==> src/rtl/busClaimPkg.sv <==
package busClaimPkg;

  typedef enum logic [2:0] {
    ST_IDLE    = 3'd0,
    ST_ASK     = 3'd1,
    ST_HOLDOFF = 3'd2,
    ST_DRAIN   = 3'd3,
    ST_CLAIM   = 3'd4,
    ST_OWN     = 3'd5,
    ST_LEAVE   = 3'd6
  } claimState_t;

  // strobes from control to the output drivers
  typedef struct packed {
    logic driveReq;
    logic driveAck;
    logic releaseAck;
  } driveStrobe_t;

  // synchronized view of the shared bus
  typedef struct packed {
    logic grantLow;
    logic ackFree;
    logic cycleIdle;
  } busView_t;

endpackage

==> src/rtl/busClaimSync.sv <==
module busClaimSync #(
  parameter int STAGES   = 2,
  parameter bit RESETVAL = 1'b1
) (
  input  logic clk,
  input  logic rstN,
  input  logic asyncIn,
  output logic syncOut
);
  logic [STAGES-1:0] chain;

  always_ff @(posedge clk or negedge rstN) begin
    if (!rstN) begin
      chain <= {STAGES{RESETVAL}};
    end else begin
      chain[0] <= asyncIn;
      for (int i = 1; i < STAGES; i++) chain[i] <= chain[i-1];
    end
  end

  assign syncOut = chain[STAGES-1];
endmodule

==> src/rtl/busClaimPath.sv <==
module busClaimPath
  import busClaimPkg::*;
#(
  parameter int SYNC_STAGES = 2
) (
  input  logic         clk,
  input  logic         rstN,
  input  logic         busGrantN,
  input  logic         busAckIn,
  input  logic         strobeN,
  input  logic         xferAckN,
  input  driveStrobe_t strobe,
  output busView_t     view,
  output logic         busReqN,
  output logic         busAckOutN,
  output logic         busAckOe,
  output logic         busOwned
);
  localparam int LINES = 4;

  logic [LINES-1:0] rawLines;
  logic [LINES-1:0] syncLines;

  assign rawLines = {busGrantN, busAckIn, strobeN, xferAckN};

  for (genvar g = 0; g < LINES; g++) begin : gSync
    busClaimSync #(.STAGES(SYNC_STAGES), .RESETVAL(1'b1)) uSync (
      .clk    (clk),
      .rstN   (rstN),
      .asyncIn(rawLines[g]),
      .syncOut(syncLines[g])
    );
  end

  assign view.grantLow  = !syncLines[3];
  assign view.ackFree   = syncLines[2];
  assign view.cycleIdle = syncLines[1] && syncLines[0];

  always_ff @(posedge clk or negedge rstN) begin
    if (!rstN) begin
      busReqN    <= 1'b1;
      busAckOutN <= 1'b1;
      busAckOe   <= 1'b0;
      busOwned   <= 1'b0;
    end else begin
      busReqN    <= !strobe.driveReq;
      busAckOutN <= !strobe.driveAck;
      busAckOe   <= strobe.driveAck || strobe.releaseAck;
      busOwned   <= strobe.driveAck;
    end
  end

  // a claim edge follows a synchronized view of a granted, free, idle bus
  assert_claim_on_idle_bus_R5: assert property (@(posedge clk) disable iff (!rstN)
    $fell(busAckOutN) |-> $past(view.grantLow && view.ackFree && view.cycleIdle));

  // the request is withdrawn only while the claim is already driven
  assert_req_drop_after_claim_R6: assert property (@(posedge clk) disable iff (!rstN)
    $rose(busReqN) |-> $past(busAckOe && !busAckOutN));

  // the driver is disabled only after one cycle of driving high
  assert_release_high_first_R7: assert property (@(posedge clk) disable iff (!rstN)
    $fell(busAckOe) |-> $past(busAckOutN));

  // releasing the acknowledge line keeps the driver enabled for that cycle
  assert_release_driven_R7: assert property (@(posedge clk) disable iff (!rstN)
    $rose(busAckOutN) |-> busAckOe);
endmodule

==> src/rtl/busClaimCtrl.sv <==
module busClaimCtrl
  import busClaimPkg::*;
(
  input  logic         clk,
  input  logic         rstN,
  input  logic         dmaReq,
  input  logic         burstDone,
  input  busView_t     view,
  output driveStrobe_t strobe
);
  claimState_t stateQ, stateD;

  always_comb begin
    stateD = stateQ;
    unique case (stateQ)
      ST_IDLE:    if (dmaReq) stateD = ST_ASK;
      ST_ASK:     if (view.grantLow) stateD = view.ackFree ? ST_DRAIN : ST_HOLDOFF;
      ST_HOLDOFF: if (view.ackFree) stateD = ST_DRAIN;
      ST_DRAIN: begin
        if (!view.ackFree)       stateD = ST_HOLDOFF;
        else if (view.cycleIdle) stateD = ST_CLAIM;
      end
      ST_CLAIM:   stateD = burstDone ? ST_LEAVE : ST_OWN;
      ST_OWN:     if (burstDone) stateD = ST_LEAVE;
      ST_LEAVE:   stateD = ST_IDLE;
      default:    stateD = ST_IDLE;
    endcase
  end

  always_ff @(posedge clk or negedge rstN) begin
    if (!rstN) stateQ <= ST_IDLE;
    else       stateQ <= stateD;
  end

  always_comb begin
    strobe.driveReq   = (stateD == ST_ASK) || (stateD == ST_HOLDOFF) ||
                        (stateD == ST_DRAIN) || (stateD == ST_CLAIM);
    strobe.driveAck   = (stateD == ST_CLAIM) || (stateD == ST_OWN);
    strobe.releaseAck = (stateD == ST_LEAVE);
  end

  // a demand in idle starts the request
  assert_demand_starts_ask_R2: assert property (@(posedge clk) disable iff (!rstN)
    (stateQ == ST_IDLE && dmaReq) |=> (stateQ == ST_ASK));

  // without a demand, idle is left alone whatever burstDone does
  assert_idle_holds_R8: assert property (@(posedge clk) disable iff (!rstN)
    (stateQ == ST_IDLE && !dmaReq) |=> (stateQ == ST_IDLE));

  // release always returns to idle
  assert_leave_to_idle_R9: assert property (@(posedge clk) disable iff (!rstN)
    (stateQ == ST_LEAVE) |=> (stateQ == ST_IDLE));
endmodule

==> src/rtl/busClaimer.sv <==
module busClaimer
  import busClaimPkg::*;
#(
  parameter int SYNC_STAGES = 2
) (
  input  logic clk,
  input  logic rstN,
  input  logic dmaReq,
  input  logic burstDone,
  output logic busReqN,
  input  logic busGrantN,
  input  logic busAckIn,
  output logic busAckOutN,
  output logic busAckOe,
  input  logic strobeN,
  input  logic xferAckN,
  output logic busOwned
);
  driveStrobe_t strobe;
  busView_t     view;

  busClaimCtrl uCtrl (
    .clk      (clk),
    .rstN     (rstN),
    .dmaReq   (dmaReq),
    .burstDone(burstDone),
    .view     (view),
    .strobe   (strobe)
  );

  busClaimPath #(.SYNC_STAGES(SYNC_STAGES)) uPath (
    .clk       (clk),
    .rstN      (rstN),
    .busGrantN (busGrantN),
    .busAckIn  (busAckIn),
    .strobeN   (strobeN),
    .xferAckN  (xferAckN),
    .strobe    (strobe),
    .view      (view),
    .busReqN   (busReqN),
    .busAckOutN(busAckOutN),
    .busAckOe  (busAckOe),
    .busOwned  (busOwned)
  );
endmodule

==> config.mk <==
export PLATFORM = sky130hd
export DESIGN_NAME = busClaimer
export DESIGN_NICKNAME = d
export VERILOG_FILES = /design/src/rtl/busClaimPkg.sv /design/src/rtl/busClaimSync.sv /design/src/rtl/busClaimPath.sv /design/src/rtl/busClaimCtrl.sv /design/src/rtl/busClaimer.sv
export SDC_FILE = /design/constraint.sdc
export NUM_CORES = 1
export LEC_CHECK = 0
export ABC_AREA = 1
export BUFFER_PORTS_ARGS = -buffer_cell sky130_fd_sc_hd__buf_2
export CAP_MARGIN = 20
export CORE_AREA = 2 2 39 41
export DETAILED_ROUTE_END_ITERATION = 10
export DIE_AREA = 0 0 41 43
export PLACE_DENSITY = 0.65
export SKIP_LAST_GASP = 1
export SYNTH_ARGS = -nofsm -noshare
export SYNTH_HDL_FRONTEND = slang
export SYNTH_SLANG_ARGS = --single-unit
==> constraint.sdc <==
create_clock -name clk -period 1.5 [get_ports clk]
set_input_delay 0.3 -clock clk [delete_from_list [all_inputs] [get_ports clk]]
set_output_delay 0.3 -clock clk [all_outputs]
set_load 0.01 [all_outputs]
==> results.yml, run 1 <==
global_routing:
  grt_pass1_vias: 343
  grtUsageMet1: 0.130
  antenna_found_initial: 0
  grt_use_met2: 0.166
  track_usage: 0.105
  grt_max_degree: 16
  top_usage_layer: "met2"
  grt.overflow.total: 0
  grt_pass1_wl_um: 1230
  gr-usage-met3: 0.0157
power_and_ir_drop:
  p_comb_frac: 0.311
  p_sw_uw: 365
  peakVddDrop_mv: 0.715
  pwr-share-seq: 0.493
  internal_power_uw: 721
  switching_share: 0.336
  leakage_nw: 0.362
  pwr-share-clk: 0.195
  p_per_area_nw_per_um2: 1590
setup_path:
  critPathKind: "reg2out"
  start_kind: "register"
  cp.arrival_ps: 900
  path_delay_family: "flip-flops"
  required_ps: 1200
  setup.worst_path.end_class: "output pin"
  crit_buf_inv: 1
  crit_chain: "buf_2"
  worst-path-max-fanout: 1
  critPathMaxStageDelay_ps: 520
  critical_path.slowest_cell: "dfstp_2"
clocking:
  clk_latency_ps: 270
  clockBufferDepth: 2
  cts_inserted_buffers: 3
  cts_tree: "built"
  cts.sinks: 15
  htreeDepth: 1
  root_buffer: "clkbuf_4"
  hold_buffers: 1
  cts_resized: 0
  cts_setup_buffers: 0
  clkTransAtPathRegs_ps: 80
flow_run:
  maxCapViolations: 0
cells_and_area:
  multi_input_area_um2: 145
  area_delta_synth_final_pct: 19.5
  finalNetCount: 79
  diodes: 0
  fillCellCount: 134
  seqCellArea_um2: 388
  drive_above_1_share: 0.500
  final_common_cell: "nand2_1"
  fin_util: 0.494
  layout_common_cells: "nand2_1, buf_2, dfstp_2, inv_1"
synth:
  yosysWarnings: 0
  synth_cells: 54
  syn_area_um2: 572
  yosysTopAreaCellShare: 0.460
  syn-num-nets: 62
  synth_cell_types: 13
  syn_avg_cell_area_um2: 10.6
  ys_top_cells_by_area: "dfstp_2, dfrtp_1, nand2_1"
  seq_area_frac_synth: 0.678
  ys_ff_latch: 15
  synth_top_area_cell: "dfstp_2"
routing:
  routed_via_density: 4.34
  detail_route.wirelength_um: 764
  first_iter_violations: 0
  firstDrtPassIters: 1
  vias: 373
  wire_per_inst_um: 8.88
  drc_errors: 0
  detail-route-antenna-nets: 0
floorplanning:
  num_io_pins: 12
  rows: 14
  die_y_um: 43
  core_um2: 1380
  start_util: 0.413
  die_w_um: 41
  die-area_um2: 1760
placement:
  gp_congestion: 0.712
  hpwl_um: 594
  port_buffers: 11
sta:
  rsz0062_at_grt: "no"
  setup_viol: 0
  skew_ps: 2.37
  period_minus_slack_ps: 1200
  setup_tns_ps: 0
  tightest_slew_ps: 312
  fmax_mhz: 834
  slew_headroom: 0.792
  period_share: 0.800
  hold_viol: 0
  slew_violations: 0
hold_path:
  hold_path_class: "in2reg"
outcome:
  outcome: "completed"
[sequential cells by signal, summed over array words and instances, names as in the netlist]
name / cells
uPath.busOwned: 1
uCtrl.stateQ: 3
uPath.busAckOe: 1
uPath.busAckOutN: 1
uPath.gSync.uSync.chain: 8
uPath.busReqN: 1
[stage by stage]
| step | hold slack (ps) | cells | total power, mW | setup WS (ps) | cell area [um2] |
|---|---|---|---|---|---|
| global route | 103 | 86 | 1.17 | 257 | 683 |
| CTS | 115 | 86 | 1.10 | 289 | 683 |
| detailed placement | 208 | 81 | 0.884 | 344 | 647 |
| global placement | 207 | 81 | 0.879 | 376 | 647 |
| finish | 123 | 86 | 1.09 | 300 | 683 |
| floorplan | 4.41 | 54 | 0.802 | 407 | 572 |
[synthesized netlist by cell type]
cell	n
dfstp_2	10
nand2_2	1
dfrtp_1	5
inv_1	6
nand4_1	1
nand2_4	1
nor2_1	4
clkinv_2	1
nor2_2	4
nand3_1	5
nand2_1	12
inv_2	3
nor2_4	1
[path summary, 6_finish.rpt]
check | from | endpoint | slack (ps) | cells past startpoint
worst max-delay path | uPath.busAckOutN | busAckOutN | 300 | 1
worst min-delay path | busAckIn | uPath.gSync[2].uSync.chain[0] | 120 | 1
worst max register to register | uPath.gSync[1].uSync.chain[1] | uPath.busReqN | 340 | 6
worst min register to register | uPath.gSync[1].uSync.chain[0] | uPath.gSync[1].uSync.chain[1] | 360 | 0
max in group asynchronous | rstN | uPath.gSync[3].uSync.chain[0] | 760 | 2
min in group asynchronous | rstN | uPath.busOwned | 450 | 2
[layer usage]
layer | vias up | share of wire
met2 | 8 | 0.50
met1 | 172 | 0.45
met4 | 0 | 0.0079
met5 | - | 0
li1 | 191 | -
met3 | 2 | 0.039
[cell families (layout without fill, tap and decap cells)]
kind of cell  after synthesis  after routing  share of synthesized area
buf+inv                    10             26                     0.0678
flops                      15             15                      0.678
simple gates               29             29                      0.254
[power by group through the flow]
stage | Sequential [mW] | Clock, mW | Combinational [mW]
final | 0.536 | 0.212 | 0.338
after global routing | 0.543 | 0.240 | 0.387
after CTS | 0.536 | 0.220 | 0.344
after detailed placement | 0.543 | 0 | 0.341
after global placement | 0.543 | 0 | 0.336
after floorplan | 0.552 | 0 | 0.251
[final cells by class]
class	instances	area share
sequential	15	0.568
multi-input combinational	29	0.212
timing repair buffer	12	0.0952
inverter	10	0.0568
clock buffer	4	0.0385
tap	16	0.0293
No activity file was read; power rests on OpenSTA's default activity.
==> run 2: changes to the inputs <==
--- a/config.mk
+++ b/config.mk
@@ -8,10 +8,10 @@
 export ABC_AREA = 1
 export BUFFER_PORTS_ARGS = -buffer_cell sky130_fd_sc_hd__buf_2
 export CAP_MARGIN = 20
-export CORE_AREA = 2 2 39 41
+export CORE_MARGIN = 2
+export CORE_UTILIZATION = 44
 export DETAILED_ROUTE_END_ITERATION = 10
-export DIE_AREA = 0 0 41 43
-export PLACE_DENSITY = 0.65
+export PLACE_DENSITY = 0.69
 export SKIP_LAST_GASP = 1
 export SYNTH_ARGS = -nofsm -noshare
 export SYNTH_HDL_FRONTEND = slang
==> constraint.sdc (replaced) <==
create_clock -name clk -period 1.1 [get_ports clk]
set_input_delay 0.22 -clock clk [delete_from_list [all_inputs] [get_ports clk]]
set_output_delay 0.22 -clock clk [all_outputs]
set_load 0.01 [all_outputs]
==> run 2 against run 1 <==
The run now ends with setup timing left; combinational power is 62% higher; die area fell by 9.0%; core utilization grew 13 points; global-route usage up 2.9 points; routed wire length is 8.6% higher; critical path depth did not move; via count up 4.3%; clock skew increased by 7.5 ps; first-iteration DRC count is 2 higher; sequential cell count unchanged; setup slack got worse by 330 ps; critical path type unchanged; largest cell class unchanged; largest power group unchanged; highest routed layer unchanged.
==> results.yml, run 2 (synthesis results as in run 1) <==
cells_and_area:
  finalNetCount: 80
  largest_reg_flops: 8
  diodes: 0
  final_area_um2: 724
  layout_common_cells: "nand2_1, dfstp_2, buf_2, inv_1, dfrtp_1"
  fillCellCount: 94
  top_register: "uPath.gSync.uSync.chain"
  largestRegisters: "uPath.gSync.uSync.chain x8, uCtrl.stateQ x3"
  drive_above_1_share: 0.592
  area_delta_synth_final_pct: 26.7
floorplanning:
  die-area_um2: 1600
  num_io_pins: 12
  rows: 12
  start_util: 0.495
  core_um2: 1160
  die_w_um: 40.1
  die_y_um: 40.1
placement:
  hpwl_um: 607
  post_dp_cell_area_um2: 644
  port_buffers: 11
  gp_congestion: 0.665
  pre_cts_ws_ps: -34.8
sta:
  tightest_slew_ps: 314
  period_minus_slack_ps: 1130
  fmax_mhz: 881
  slew_headroom: 0.791
  slew_violations: 0
  skew_ps: 9.89
  rsz0062_at_grt: "yes"
  setup_viol: 4
  hold_viol: 0
  period_share: 1.03
  layout_setup_ws_ps: -34.4
global_routing:
  grt_pass1_vias: 345
  track_usage: 0.134
  grt_pass1_wl_um: 1310
  grt_max_degree: 16
  grt.overflow.total: 0
  antenna_found_initial: 0
setup_path:
  path_delay_family: "flip-flops"
  crit_buf_inv: 1
  crit_chain: "buf_6"
  critPathKind: "reg2out"
  regToRegSetupSlack_ps: -30
  critical_path_depth: 1
  setup.worst_path.end_class: "output pin"
  reg2regPathDepth: 8
  cp.arrival_ps: 910
  r2r_end: "uPath.busOwned"
  critPathMaxStageDelay_ps: 540
  crit_path_start: "uPath.busAckOutN"
  required_ps: 880
  start_kind: "register"
  crit_end: "busAckOutN"
  worst-path-max-fanout: 1
  worstReg2RegStart: "uCtrl.stateQ[1]"
  critical_path.slowest_cell: "dfstp_2"
outcome:
  violations: "setup timing"
  outcome: "finished with violations"
routing:
  drc_errors: 0
  vias: 389
  wire_per_inst_um: 9.76
  firstDrtPassIters: 2
  routed_via_density: 4.58
  detail-route-antenna-nets: 0
  detail_route.wirelength_um: 830
  first_iter_violations: 2
hold_path:
  hold_depth: 1
  hold_path_class: "in2reg"
power_and_ir_drop:
  switching_share: 0.351
  internal_power_mw: 1.04
  peakVddDrop_mv: 1.10
  leakage_nw: 0.377
  pwr-share-clk: 0.189
  p_sw_uw: 562
  p_comb_frac: 0.342
  p_per_area_nw_per_um2: 2210
  pwr-share-seq: 0.469
clocking:
  clk_latency_ps: 280
  cts.sinks: 15
  root_buffer: "clkbuf_4"
  cts_tree: "built"
  htreeDepth: 1
  clockBufferDepth: 2
  cts_inserted_buffers: 3
  clkTransAtPathRegs_ps: 90
flow_run:
  maxCapViolations: 0
run 2: changes by cell type in the layout (fill, tap and decap cells not counted):
| cell | delta |
|---|---|
| clkinv_2 | +1 |
| nor2_1 | -1 |
| buf_2 | -2 |
| nand3_2 | +2 |
| clkbuf_1 | -1 |
| nand3_1 | -2 |
| nor2_4 | +1 |
| buf_4 | +1 |
| nand2_2 | +2 |
| buf_6 | +2 |
| nand2_1 | -2 |
run 2: how the worst min path moves through the flow:
stage                         from                            end  slack [ps]
after CTS                 busAckIn  uPath.gSync[2].uSync.chain[0]          20
final                     busAckIn  uPath.gSync[2].uSync.chain[0]          30
after floorplan               rstN                uCtrl.stateQ[0]         -80
after global routing      busAckIn  uPath.gSync[2].uSync.chain[0]           5
after detailed placement      rstN                 uPath.busOwned         130
after global placement        rstN                 uPath.busOwned         130
run 2: what timing repair did:
item	CTS	global route
resized for setup	5	3
setup endpoints to repair	4	6
pin swaps	2	3
endpoints found under the hold margin	5	0
hold buffers	1	0
setup buffers	0	1
run 2: final cells by class:
type                       count  area (um2)  area share
inverter                      10        38.8      0.0535
timing repair buffer          13        85.1       0.117
sequential                    15         388       0.535
tap                           14        17.5      0.0242
clock buffer                   3        22.5      0.0311
clock inverter                 1        5.00     0.00691
multi-input combinational     29         168       0.231
run 2: power by group through the flow:
stage / sequential, mW / clock, mW / combinational, mW
detailed placement: 0.742 / 0 / 0.468
CTS: 0.740 / 0.319 / 0.519
global route: 0.756 / 0.340 / 0.624
global placement: 0.738 / 0 / 0.455
finish: 0.750 / 0.302 / 0.548
floorplan: 0.753 / 0 / 0.342
run 2: routing by layer:
metal,global-route usage,routed length (um),vias to the layer above,part of all wire
li1,-,-,197,-
met4,0.103,4,0,0.0048
met2,0.198,403,8,0.49
met5,0,0,-,0
met3,0.0500,30,2,0.036
met1,0.156,392,182,0.47
run 2: metrics by stage:
step	total power, mW	utilization	hold WS, ps	setup TNS [ps]	instances
global route	1.72	0.627	5.29	-425	85
CTS	1.58	0.611	16.3	-91.2	84
detailed placement	1.21	0.557	135	-34.8	79
finish	1.60	0.627	27.9	-100	85
floorplan	1.09	-	-75.6	0	54
global placement	1.19	0.557	127	-18.8	79
==> run 3: changes to the inputs <==
--- a/config.mk
+++ b/config.mk
@@ -11,6 +11,7 @@
 export CORE_MARGIN = 2
 export CORE_UTILIZATION = 44
 export DETAILED_ROUTE_END_ITERATION = 10
+export MAX_ROUTING_LAYER = met4
 export PLACE_DENSITY = 0.69
 export SKIP_LAST_GASP = 1
 export SYNTH_ARGS = -nofsm -noshare
==> run 3 against run 2 <==
The run still ends with setup timing left; total power about the same; cell area unchanged; combinational power about the same; sequential power about the same; setup slack about the same; first-iteration DRC count unchanged; die area unchanged; global-route usage up 0.39 points; clock-buffer cell count unchanged; via count down 0.51%; largest cell class unchanged; core utilization unchanged; clock skew down 1.3 ps.
==> results.yml, run 3 (synthesis results as in run 1) <==
global_routing:
  grt_pass1_wl_um: 1310
  track_usage: 0.138
  grt_pass1_vias: 343
  grt_max_degree: 16
  grt.overflow.total: 0
  antenna_found_initial: 0
setup_path:
  worst-path-max-fanout: 5
  cp.arrival_ps: 1320
  critPathKind: "reg2reg"
  setup.worst_path.end_class: "register"
  reg2regPathDepth: 8
  start_kind: "register"
  required_ps: 1290
cells_and_area:
  area_delta_synth_final_pct: 26.7
  top_register: "uPath.gSync.uSync.chain"
  fin_cells: 85
  largestRegisters: "uPath.gSync.uSync.chain x8, uCtrl.stateQ x3"
  drive_above_1_share: 0.592
  fillCellCount: 94
  largest_reg_flops: 8
  diodes: 0
  finalNetCount: 80
  layout_common_cells: "nand2_1, dfstp_2, buf_2, inv_1, dfrtp_1"
sta:
  rsz0062_at_grt: "yes"
  hold_viol: 0
  layout_setup_ws_ps: -34.3
  setup_viol: 4
  setup_tns_ps: -99.5
  slew_violations: 0
  period_minus_slack_ps: 1130
  fmax_mhz: 882
  tightest_slew_ps: 311
  period_share: 1.03
  skew_ps: 8.59
  slew_headroom: 0.793
clocking:
  cts.sinks: 15
  clkTransAtPathRegs_ps: 90
  htreeDepth: 1
  cts_tree: "built"
  cts_inserted_buffers: 3
  root_buffer: "clkbuf_4"
  clockBufferDepth: 2
  clk_latency_ps: 280
power_and_ir_drop:
  pwr-share-clk: 0.190
  p_sw_uw: 563
  pwr-share-seq: 0.468
  leakage_nw: 0.377
  internal_power_mw: 1.04
  p_per_area_nw_per_um2: 2210
  peakVddDrop_mv: 1.10
  switching_share: 0.352
  p_comb_frac: 0.342
hold_path:
  hold_path_class: "in2reg"
  hold_depth: 1
floorplanning:
  die_w_um: 40.1
  num_io_pins: 12
  core_um2: 1160
  die-area_um2: 1600
  start_util: 0.495
  die_y_um: 40.1
  rows: 12
routing:
  detail_route.wirelength_um: 836
  detail-route-antenna-nets: 0
  wire_per_inst_um: 9.84
  first_iter_violations: 2
  firstDrtPassIters: 2
  drc_errors: 0
  vias: 387
  routed_via_density: 4.55
placement:
  gp_congestion: 0.672
  dp_cells: 79
  port_buffers: 11
  hpwl_um: 607
  pre_cts_ws_ps: -34.8
flow_run:
  maxCapViolations: 0
outcome:
  violations: "setup timing"
  outcome: "finished with violations"
## run 3: through the flow
stage	power (mW)	hold slack, ps	instance area (um2)	utilization
after floorplan	1.09	-75.6	572	-
after global placement	1.19	127	644	0.557
after detailed placement	1.21	135	644	0.557
after CTS	1.58	16.3	707	0.611
after global routing	1.72	5.29	724	0.627
final	1.60	27.8	724	0.627
## run 3: critical path: stages (launching register included)
cell	delay, ps
dfrtp_1	440
nand2_2	110
nor2_4	40
inv_2	50
nor2_2	30
nor2_2	150
clkinv_2	110
nand2_4	80
inv_2	30
## run 3: power by group through the flow
stage	registers, mW	clock network (mW)	logic [mW]
2_1_floorplan	0.753	0	0.342
3_3_place_gp	0.738	0	0.455
3_5_place_dp	0.742	0	0.468
4_1_cts	0.740	0.319	0.519
5_1_grt	0.756	0.340	0.624
6_report	0.749	0.304	0.548
## run 3: layout make-up
class,count,area (um2),area share
sequential,15,388,0.535
multi-input combinational,29,168,0.231
timing repair buffer,13,85.1,0.117
inverter,10,38.8,0.0535
clock buffer,3,22.5,0.0311
tap,14,17.5,0.0242
clock inverter,1,5.00,0.00691
## run 3: worst paths after layout
path	from	end	slack [ps]
hold / removal	busAckIn	uPath.gSync[2].uSync.chain[0]	30
max in group asynchronous	rstN	uPath.gSync[3].uSync.chain[1]	460
setup / recovery	uCtrl.stateQ[1]	uPath.busOwned	-30
hold reg to reg	uPath.gSync[3].uSync.chain[0]	uPath.gSync[3].uSync.chain[1]	360
min in group asynchronous	rstN	uPath.busOwned	340
setup reg to reg	uCtrl.stateQ[1]	uPath.busOwned	-30
## run 3: repair_timing
action | 4_1_cts | 5_1_grt
hold buffers | 1 | 0
endpoints found under the setup margin | 4 | 6
setup buffers | 0 | 1
endpoints found under the hold margin | 5 | 0
pin swaps | 2 | 3
resized for setup | 5 | 3
## run 3: per-layer routing
layer  part of all wire  global-route usage  wire length (um)  vias to the layer above
met5                  0                   -                 0                        -
met4             0.0048               0.103                 4                        0
met3              0.036              0.0500                30                        2
met2               0.48               0.198               403                        8
met1               0.48               0.156               398                      181
li1                   -                   -                 -                      196
